--- src/rtl/blk_xfer_pkg.sv ---
package blk_xfer_pkg;

  typedef enum logic [1:0] {
    OP_SET_BLOCK    = 2'd0,
    OP_READ_BLOCKS  = 2'd1,
    OP_WRITE_BLOCKS = 2'd2,
    OP_NONE         = 2'd3
  } cmdOp_e;

  typedef enum logic [1:0] {
    PH_IDLE = 2'd0,
    PH_MOVE = 2'd1,
    PH_GAP  = 2'd2
  } phase_e;

  // strobes from control to datapath
  typedef struct packed {
    logic setMode;
    logic clrMode;
    logic loadCmd;
    logic step;
    logic capErr;
    logic nextBlk;
  } ctrlStrb_t;

endpackage

--- src/rtl/blk_xfer_dp.sv ---
module blk_xfer_dp
  import blk_xfer_pkg::*;
#(
  parameter int CNT_W    = 16,
  parameter int NARROW_W = 8,
  parameter int LBA_W    = 48,
  parameter int MAX_BLK  = 16
) (
  input  logic             clk,
  input  logic             rstN,
  input  ctrlStrb_t        strb,
  input  logic [CNT_W-1:0] cmdCount,
  input  logic             cmdWide,
  input  logic [LBA_W-1:0] cmdLba,
  output logic             modeEn,
  output logic             sizeOk,
  output logic             lastInBlk,
  output logic             allDone,
  output logic [LBA_W-1:0] failLba
);

  localparam int REM_W = CNT_W + 1;
  localparam int BLK_W = $clog2(MAX_BLK) + 1;

  logic [BLK_W-1:0] blkSize;
  logic [BLK_W-1:0] blkLeft;
  logic [REM_W-1:0] remaining;
  logic [REM_W-1:0] effCount;
  logic [LBA_W-1:0] curLba;

  function automatic logic [BLK_W-1:0] clipBlk(input logic [REM_W-1:0] n,
                                               input logic [BLK_W-1:0] s);
    return (n >= REM_W'(s)) ? s : n[BLK_W-1:0];
  endfunction

  // count decode: zero stands for the full range of the chosen form
  always_comb begin
    if (cmdWide) begin
      effCount = (cmdCount == '0) ? (REM_W'(1) << CNT_W) : {1'b0, cmdCount};
    end else begin
      effCount = (cmdCount[NARROW_W-1:0] == '0) ? (REM_W'(1) << NARROW_W)
                                                : REM_W'(cmdCount[NARROW_W-1:0]);
    end
  end

  assign sizeOk    = $onehot(cmdCount) && (cmdCount <= CNT_W'(MAX_BLK));
  assign lastInBlk = (blkLeft == BLK_W'(1));
  assign allDone   = (remaining == '0);

  // mode state: only hardware reset clears it
  always_ff @(posedge clk or negedge rstN) begin
    if (!rstN) begin
      modeEn  <= 1'b0;
      blkSize <= '0;
    end else if (strb.setMode) begin
      modeEn  <= 1'b1;
      blkSize <= cmdCount[BLK_W-1:0];
    end else if (strb.clrMode) begin
      modeEn  <= 1'b0;
    end
  end

  always_ff @(posedge clk or negedge rstN) begin
    if (!rstN) begin
      remaining <= '0;
      blkLeft   <= '0;
      curLba    <= '0;
    end else if (strb.loadCmd) begin
      remaining <= effCount;
      blkLeft   <= clipBlk(effCount, blkSize);
      curLba    <= cmdLba;
    end else if (strb.step) begin
      remaining <= remaining - REM_W'(1);
      blkLeft   <= blkLeft - BLK_W'(1);
      curLba    <= curLba + LBA_W'(1);
    end else if (strb.nextBlk) begin
      blkLeft   <= clipBlk(remaining, blkSize);
    end
  end

  always_ff @(posedge clk or negedge rstN) begin
    if (!rstN) begin
      failLba <= '0;
    end else if (strb.capErr) begin
      failLba <= curLba;
    end
  end

endmodule

--- src/rtl/blk_xfer_ctrl.sv ---
module blk_xfer_ctrl
  import blk_xfer_pkg::*;
(
  input  logic       clk,
  input  logic       rstN,
  input  logic       softRst,
  input  logic       cmdValid,
  input  logic [1:0] cmdOp,
  input  logic       secDone,
  input  logic       secErr,
  input  logic       modeEn,
  input  logic       sizeOk,
  input  logic       lastInBlk,
  input  logic       allDone,
  output ctrlStrb_t  strb,
  output logic       drq,
  output logic       intrPulse,
  output logic       abortPulse
);

  phase_e ph, phNext;
  cmdOp_e opK;
  logic   isSet, isRw, inIdle, inMove, inGap, rejRw;

  assign opK    = cmdOp_e'(cmdOp);
  assign isSet  = cmdValid && (opK == OP_SET_BLOCK);
  assign isRw   = cmdValid && ((opK == OP_READ_BLOCKS) || (opK == OP_WRITE_BLOCKS));
  assign inIdle = (ph == PH_IDLE) && !softRst;
  assign inMove = (ph == PH_MOVE) && !softRst;
  assign inGap  = (ph == PH_GAP)  && !softRst;

  always_comb begin
    strb         = '0;
    strb.setMode = inIdle && isSet && sizeOk;
    strb.clrMode = inIdle && isSet && !sizeOk;
    strb.loadCmd = inIdle && isRw && modeEn;
    strb.step    = inMove && secDone && !secErr;
    strb.capErr  = inMove && secErr;
    strb.nextBlk = inGap && !allDone;
  end

  assign rejRw = inIdle && isRw && !modeEn;

  always_comb begin
    phNext = ph;
    if (softRst) begin
      phNext = PH_IDLE;
    end else begin
      unique case (ph)
        PH_IDLE: if (strb.loadCmd) phNext = PH_MOVE;
        PH_MOVE: begin
          if (strb.capErr)                   phNext = PH_IDLE;
          else if (strb.step && lastInBlk)   phNext = PH_GAP;
        end
        PH_GAP:  phNext = allDone ? PH_IDLE : PH_MOVE;
        default: phNext = PH_IDLE;
      endcase
    end
  end

  always_ff @(posedge clk or negedge rstN) begin
    if (!rstN) begin
      ph         <= PH_IDLE;
      drq        <= 1'b0;
      intrPulse  <= 1'b0;
      abortPulse <= 1'b0;
    end else begin
      ph         <= phNext;
      drq        <= (phNext == PH_MOVE);
      intrPulse  <= strb.setMode || (strb.step && lastInBlk);
      abortPulse <= strb.clrMode || rejRw || strb.capErr;
    end
  end

endmodule

--- src/rtl/blk_xfer_seq.sv ---
module blk_xfer_seq
  import blk_xfer_pkg::*;
#(
  parameter int CNT_W    = 16,
  parameter int NARROW_W = 8,
  parameter int LBA_W    = 48,
  parameter int MAX_BLK  = 16
) (
  input  logic             clk,
  input  logic             rstN,
  input  logic             softRst,
  input  logic             cmdValid,
  input  logic [1:0]       cmdOp,
  input  logic [CNT_W-1:0] cmdCount,
  input  logic             cmdWide,
  input  logic [LBA_W-1:0] cmdLba,
  input  logic             secDone,
  input  logic             secErr,
  output logic             drq,
  output logic             intrPulse,
  output logic             abortPulse,
  output logic [LBA_W-1:0] failLba
);

  ctrlStrb_t strb;
  logic      modeEn, sizeOk, lastInBlk, allDone;

  blk_xfer_ctrl u_ctrl (
    .clk        (clk),
    .rstN       (rstN),
    .softRst    (softRst),
    .cmdValid   (cmdValid),
    .cmdOp      (cmdOp),
    .secDone    (secDone),
    .secErr     (secErr),
    .modeEn     (modeEn),
    .sizeOk     (sizeOk),
    .lastInBlk  (lastInBlk),
    .allDone    (allDone),
    .strb       (strb),
    .drq        (drq),
    .intrPulse  (intrPulse),
    .abortPulse (abortPulse)
  );

  blk_xfer_dp #(
    .CNT_W    (CNT_W),
    .NARROW_W (NARROW_W),
    .LBA_W    (LBA_W),
    .MAX_BLK  (MAX_BLK)
  ) u_dp (
    .clk       (clk),
    .rstN      (rstN),
    .strb      (strb),
    .cmdCount  (cmdCount),
    .cmdWide   (cmdWide),
    .cmdLba    (cmdLba),
    .modeEn    (modeEn),
    .sizeOk    (sizeOk),
    .lastInBlk (lastInBlk),
    .allDone   (allDone),
    .failLba   (failLba)
  );

endmodule

--- config.mk ---
export PLATFORM = sky130hd
export DESIGN_NAME = blk_xfer_seq
export DESIGN_NICKNAME = d
export VERILOG_FILES = /design/src/rtl/blk_xfer_pkg.sv /design/src/rtl/blk_xfer_dp.sv /design/src/rtl/blk_xfer_ctrl.sv /design/src/rtl/blk_xfer_seq.sv
export SDC_FILE = /design/constraint.sdc
export NUM_CORES = 1
export LEC_CHECK = 0
export BUFFER_PORTS_ARGS = -buffer_cell sky130_fd_sc_hd__buf_2
export CORE_UTILIZATION = 35
export DETAILED_ROUTE_END_ITERATION = 10
export PLACE_DENSITY_LB_ADDON = 0.25
export SYNTH_ARGS = -nofsm -noshare
export SYNTH_HDL_FRONTEND = slang
export SYNTH_SLANG_ARGS = --single-unit
--- constraint.sdc ---
create_clock -name clk -period 2.8 [get_ports clk]
set_clock_uncertainty 0.15 [all_clocks]
set_input_delay 0.84 -clock clk [delete_from_list [all_inputs] [get_ports clk]]
set_output_delay 0.84 -clock clk [all_outputs]
set_load 0.02 [all_outputs]
==> results of run 1 <==
## through the flow
stage / TNS [ps] / worst slack [ps] / hold WS, ps / util / cell area, sq um
4_1_cts: -15570 / -1800 / 183 / 0.483 / 10200
2_1_floorplan: -17930 / -2140 / 331 / - / 7790
3_5_place_dp: -23790 / -2520 / 341 / 0.444 / 9330
3_3_place_gp: -22860 / -2390 / 335 / 0.444 / 9330
5_1_grt: -17120 / -1920 / 203 / 0.486 / 10200
6_report: -15290 / -1770 / 177 / 0.486 / 10200
## cell usage after synthesis, types with 3 or more instances
| cell type | instances | area (sq um) |
|---|---|---|
| and4_1 | 6 | 52.6 |
| o21ai_0 | 45 | 225 |
| o211ai_1 | 13 | 97.6 |
| clkbuf_1 | 22 | 82.6 |
| and3_1 | 20 | 125 |
| nor4_1 | 5 | 31.3 |
| and2_1 | 4 | 25.0 |
| a31oi_1 | 7 | 43.8 |
| fa_1 | 11 | 220 |
| xor2_1 | 15 | 131 |
| inv_1 | 55 | 206 |
| ha_1 | 40 | 500 |
| o22ai_1 | 4 | 25.0 |
| a22o_1 | 5 | 43.8 |
| a22oi_1 | 4 | 30.0 |
| mux2i_1 | 12 | 120 |
| nor3_1 | 14 | 70.1 |
| or3_1 | 4 | 25.0 |
| xnor2_1 | 11 | 96.3 |
| nand2b_1 | 6 | 37.5 |
| a21o_1 | 3 | 22.5 |
| nand3_1 | 43 | 215 |
| buf_1 | 4 | 15.0 |
| a32oi_1 | 3 | 26.3 |
| a211oi_1 | 3 | 22.5 |
| nor2_1 | 43 | 161 |
| buf_2 | 4 | 20.0 |
| mux2_2 | 51 | 574 |
| a21oi_1 | 22 | 110 |
| o311ai_0 | 5 | 43.8 |
| dfrtp_1 | 129 | 3230 |
| nand4_1 | 20 | 125 |
| a221o_1 | 4 | 40.0 |
| or2_2 | 3 | 18.8 |
| nand2_1 | 76 | 285 |
## cells in the final DEF, fill, tap and decap left out, drive strengths merged, types with 11 or more instances in the layout
cell type,n
buf,218
dfrtp,129
nand2,76
inv,56
mux2,51
o21ai,47
nand3,44
nor2,43
ha,40
a21oi,22
nand4,20
and3,20
clkbuf,19
nor3,16
xor2,15
o211ai,13
mux2i,12
xnor2,11
fa,11
## layout make-up
cell class / count / area (sq um) / area share
Clock inverter: 13 / 185 / 0.0181
Sequential cell: 129 / 3230 / 0.316
Clock buffer: 19 / 443 / 0.0434
Inverter: 55 / 264 / 0.0258
Tap cell: 275 / 344 / 0.0337
Timing Repair Buffer: 218 / 1520 / 0.149
Multi-Input combinational cell: 543 / 4230 / 0.414
## registers in the layout (all words and copies together), names as in the netlist
name,cells
u_dp.blkSize,5
u_ctrl.ph,2
u_dp.modeEn,1
u_dp.remaining,17
u_ctrl.abortPulse,1
u_ctrl.intrPulse,1
u_dp.blkLeft,5
u_dp.curLba,48
u_dp.failLba,48
u_ctrl.drq,1
## kinds of logic after synthesis
family          Yosys count  synth area share
xor+xnor                 26            0.0303
fa+ha+maj                51            0.0960
compound gates          142             0.127
flops                   129             0.430
simple gates            261             0.181
mux                      63            0.0925
buf+inv                  85            0.0431
## final timing paths
check / from / end / slack (ps) / cells past startpoint
setup / recovery: cmdCount[13] / u_dp.blkSize[0] / -1770 / 15
min in group clk: u_dp.failLba[40] / u_dp.failLba[40] / 350 / 1
hold / removal: rstN / u_dp.curLba[2] / 180 / 1
hold reg to reg: u_dp.failLba[40] / u_dp.failLba[40] / 350 / 1
max in group asynchronous: rstN / u_dp.failLba[30] / 1600 / 2
setup reg to reg: u_ctrl.ph[1] / u_dp.curLba[15] / 450 / 6
## what timing repair did
item	in CTS	in global routing
pin swaps	13	5
gates resized for setup	44	10
buffers inserted	7	4
hold endpoints to repair	0	0
setup endpoints to repair	13	13
## routing by layer
metal / vias up / GRT usage
met2: 139 / 0.317
met5: - / 0
li1: 3147 / -
met3: 29 / 0.0313
met1: 3152 / 0.252
met4: 0 / 0.0655
## power by group through the flow
stage	Clock (mW)	Combinational, mW	Sequential, mW
6_report	2.37	1.81	2.73
4_1_cts	2.40	1.79	2.72
3_5_place_dp	0	1.73	2.75
3_3_place_gp	0	1.69	2.74
5_1_grt	2.47	2.06	2.80
2_1_floorplan	0	1.22	2.61
==> key figures, run 1 <==
Pwr
  • Total leakage power: 4.96 nW
  • Share of total power in the clock network: 0.343
  • Sw Share: 0.326
  • Net Sw Power: ~2.2 mW
  • Tot Pwr: 6.91 mW
  • Maximum vdd drop: 0.279 mV
  • Comb pwr share: 0.261
  • Int Pwr: 4.66 mW
  • Reg power frac: 0.396
  • PwrDens: 676 nW/um^2

Die
  • Die Y: 148 um
  • Core area: 21000 sq um
  • Die area: roughly 22000 sq um
  • Initial Util: 0.357
  • Ports: 124
  • Cell Rows: 53
  • Die width: about 150 um

Layout
  • Non-filler cells, final: roughly 1300
  • Share of layout cells above drive strength 1: 0.384
  • Layout net count: 1088
  • Fillers: 1948
  • ANT cells: 0
  • Area delta synth->final: 36.0%

Clock network
  • Clock H-tree levels: 4
  • Clk Latency, worst-skew pair: 420 ps
  • CTS Buffer Depth: 2
  • CTS buffer count: 17
  • Hold_buf cts: 0
  • CTS sink cnt: approximately 130
  • CTS tree: done
  • Clk Tree Root Cell: clkbuf_16
  • CTS clk-pin slew, worst paths: 60 ps

Setup path
  • Slowest cell on crit path: fa_1
  • WP buf/inv: 4
  • Most used cell along the critical path: fa_1
  • Max incr delay on CP: 550 ps
  • Worst-path cell chain: buf_12 > inv_12 > ha_4 > inv_2 > fa_1 > inv_2 > fa_2 > fa_2 > fa_1 > ha_2 > fa_1 > nor4b_2 > o211a_1 > nor2b_4 > mux2_4
  • Crit path max fanout: 4
  • Crit Path Category: primary input to register
  • CP Launch Type: primary input
  • Top delay family on crit path: adder cells
  • Crit path DAT: 4730 ps
  • Critical Path RT: 2960 ps
  • CP Capture Type: register

Logic synthesis
  • FFs w/ async S/R, synth: 1.00
  • Syn nets: 881
  • Top FF cell, synth: dfrtp_1
  • Seq cells post-synth: 129
  • Library cells used by synthesis: 63
  • YS warnings: 0
  • Mapped Avg Cell Area: around 9.9 sq um
  • Number of enable flip-flop cells after synthesis: 0
  • Mapped Cells: 757
  • Register area share after synthesis: 0.430
  • Synth Cell Area: 7510 sq um

GRT
  • Largest net degree at the start of global routing: 61
  • Total grt overflow: 0
  • Vias in the first global route: 6271
  • Total track usage: 0.191
  • First-pass GRT wire length: between 30000 and 40000 um
  • Initial antenna violation count: 0

STA
  • Least-Margin Pin Slew: 472 ps
  • Relative slew margins: 0.682
  • Minimum clock period: 4570 ps
  • Period utilization: 1.63
  • FMAX: 219 MHz
  • Setup Viol. Count Final: 13
  • Setup ws final: -1770 ps
  • Count of final max-slew check failures: 0
  • Final Hold Fails: 0
  • RSZ-0062 raised after global routing: true

Run
  • Max-capacitance violation count: 0

Routing
  • Met1 wire length: 9410 um
  • Pre-Repair DR Iteration Count: 5
  • Drt total wl: 20200 um
  • Met3 Wirelength: approximately 750 um
  • Uppermost layer routed: met4
  • DRT iter0 DRCs: 350
  • Vias per inst: 5.17
  • Remaining DRCs: 0
  • Vias post-DR: 6467
  • Drt wl/cell: 16.2 um
  • Routed met2 length: between 9000 and 10000 um
  • Post-route ant nets: 0

Placement
  • Number of port buffers: 123
  • Detailed placement HPWL: around 15000 um
  • Placer congestion estimate: 0.821
  • Number of instances in the placed design: 1209

Hold path
  • Hold crit path type: primary input to async pin

Run status
  • Status: finished, violations left
  • Failing checks: setup timing
(Power assumes the default switching activity.)
==> run 2, diff against run 1 <==
--- a/config.mk
+++ b/config.mk
@@ -6,6 +6,7 @@
 export NUM_CORES = 1
 export LEC_CHECK = 0
 export BUFFER_PORTS_ARGS = -buffer_cell sky130_fd_sc_hd__buf_2
+export CORE_ASPECT_RATIO = 0.7
 export CORE_UTILIZATION = 35
 export DETAILED_ROUTE_END_ITERATION = 10
 export PLACE_DENSITY_LB_ADDON = 0.25
==> key figures, run 2 (synthesis results as in run 1) <==
Run status
  • Status: finished, violations left (unchanged)
  • Failing checks: setup timing (unchanged)

Placement
  • Placer congestion estimate: 0.836 (was 0.821)
  • Post-place instance area: 9350 sq um (was 9330 sq um)
  • Detailed placement HPWL: 15800 um (was 15400 um)
  • Number of port buffers: 123 (unchanged)

Setup path
  • R2R Path Start: u_dp.remaining[0] (was u_ctrl.ph[1])
  • R2R Setup Slk: 280 ps (was 450 ps)
  • Crit path DAT: 4850 ps (was 4730 ps)
  • Critical Path RT: 2950 ps (was 2960 ps)
  • CP Capture Type: register (unchanged)
  • Crit Path Category: primary input to register (unchanged)
  • CP Launch Type: primary input (unchanged)
  • Crit path max fanout: 3 (was 4)
  • Reg2Reg Depth: 8 (was 6)
  • CP startpoint: cmdCount[15] (was cmdCount[13])

STA
  • Final setup TNS: -16470 ps (was -15290 ps)
  • FMAX: 212 MHz (was 219 MHz)
  • Setup Viol. Count Final: 13 (unchanged)
  • Count of final max-slew check failures: 0 (unchanged)
  • Minimum clock period: 4710 ps (was 4570 ps)
  • Period utilization: 1.68 (was 1.63)
  • Final Hold Fails: 0 (unchanged)
  • Setup ws final: -1910 ps (was -1770 ps)
  • Least-Margin Pin Slew: 614 ps (was 472 ps)
  • RSZ-0062 raised after global routing: true (unchanged)
  • Relative slew margins: 0.587 (was 0.682)

Routing
  • Drt wl/cell: 16.7 um (was 16.2 um)
  • Vias post-DR: 6440 (was 6467)
  • Vias per inst: 5.13 (was 5.17)
  • Drt total wl: 20900 um (was 20200 um)
  • DRT iter0 DRCs: 427 (was 350)
  • Post-route ant nets: 0 (unchanged)
  • Pre-Repair DR Iteration Count: 5 (unchanged)
  • Remaining DRCs: 0 (unchanged)

Layout
  • Commonest non-fill, non-tap cell in the layout: dfrtp_1 (unchanged)
  • Regs by FF count: u_dp.curLba x48, u_dp.failLba x48, u_dp.remaining x17 (unchanged)
  • Share of layout cells above drive strength 1: 0.383 (was 0.384)
  • Final Cell Area: 10200 sq um (about the same)
  • Layout net count: 1090 (was 1088)
  • Most frequent cells in the layout: dfrtp_1, buf_2, buf_4 (unchanged)
  • Area delta synth->final: 35.7% (was 36.0%)
  • ANT cells: 0 (unchanged)
  • Fillers: 1952 (was 1948)

Clock network
  • Hold_buf cts: 0 (unchanged)
  • Clk Tree Root Cell: clkbuf_16 (unchanged)
  • Clk Latency, worst-skew pair: 410 ps (was 420 ps)
  • CTS buffer count: 17 (unchanged)
  • CTS clk-pin slew, worst paths: 60 ps (about the same)
  • Clock H-tree levels: 4 (unchanged)
  • CTS tree: done (unchanged)
  • CTS sink cnt: 129 (unchanged)
  • CTS Buffer Depth: 2 (unchanged)

Die
  • Die Y: 125 um (was 148 um)
  • Ports: 124 (unchanged)
  • Initial Util: 0.360 (was 0.357)
  • Core area: 20900 sq um (was 21000 sq um)
  • Die width: 177 um (was 148 um)
  • Die area: 22100 sq um (was 22000 sq um)
  • Cell Rows: 44 (was 53)

GRT
  • Total grt overflow: 0 (unchanged)
  • Initial antenna violation count: 0 (unchanged)
  • Vias in the first global route: 6355 (was 6271)
  • Largest net degree at the start of global routing: 54 (was 61)
  • First-pass GRT wire length: 34300 um (was 32500 um)
  • Total track usage: 0.198 (was 0.191)

Pwr
  • Total leakage power: 4.93 nW (was 4.96 nW)
  • PwrDens: 661 nW/um^2 (was 676 nW/um^2)
  • Tot Pwr: 6.74 mW (was 6.91 mW)
  • Maximum vdd drop: 0.414 mV (was 0.279 mV)

Hold path
  • Hold crit path type: primary input to async pin (unchanged)

Run
  • Max-capacitance violation count: 0 (unchanged)
==> run 2: cell count changes in the layout (fill, tap and decap cells not counted), sizes merged <==
cell and change:
clkinv +1, inv +3, clkbuf -1, buf +2, bufinv -3
==> run 2: metal layers <==
layer / part of all wire / GRT usage / wire [um] / vias up
li1: - / - / - / 3143
met1: 0.53 / 0.314 / 11100 / 3104
met2: 0.41 / 0.273 / 8500 / 174
met3: 0.054 / 0.0391 / 1130 / 19
met4: 0.0095 / 0.0441 / 198 / 0
met5: 0 / 0 / 0 / -
==> run 2: what timing repair did <==
item | CTS | global route
gates resized for setup | 43 | 12
endpoints found under the setup margin | 13 | 13
setup buffers | 8 | 6
pin swaps | 12 | 8
==> run 2: cell type report <==
type | instances | area (sq um) | area share
multi-input combinational | 543 | 4230 | 0.415
clock buffer | 18 | 429 | 0.0421
tap | 276 | 345 | 0.0339
sequential | 129 | 3230 | 0.317
clock inverter | 14 | 133 | 0.0130
inverter | 55 | 264 | 0.0259
timing repair buffer | 220 | 1560 | 0.153
==> run 2: worst max-delay path, cell delays in order <==
cell	delay [ps]
buf_12	100
inv_12	30
ha_4	250
inv_2	40
fa_2	380
fa_1	480
fa_1	510
inv_2	40
fa_1	510
ha_2	190
fa_2	430
nor4b_2	260
o211a_1	220
nor2b_4	170
buf_6	120
mux2_4	290
==> run 2: final timing paths <==
path                                           end
worst max-delay path               u_dp.blkSize[0]
worst min register to register    u_dp.failLba[14]
worst min-delay path            u_dp.remaining[13]
min in group clk                  u_dp.failLba[14]
worst max register to register     u_dp.blkLeft[2]
max in group asynchronous         u_dp.failLba[26]
==> run 2: where the power goes <==
| group | internal [mW] | switching (mW) |
|---|---|---|
| Clock | 1.24 | 0.913 |
| Sequential | 2.24 | 0.493 |
| Combinational | 0.904 | 0.948 |
| Total | 4.38 | 2.35 |
==> run 2: through the flow <==
stage	util	cells	hold WS, ps	setup slack, ps
6_report	0.489	1255	195	-1910
2_1_floorplan	-	757	331	-2140
4_1_cts	0.485	1249	207	-1870
3_3_place_gp	0.448	1210	335	-2470
3_5_place_dp	0.448	1210	341	-2540
5_1_grt	0.489	1255	216	-2000
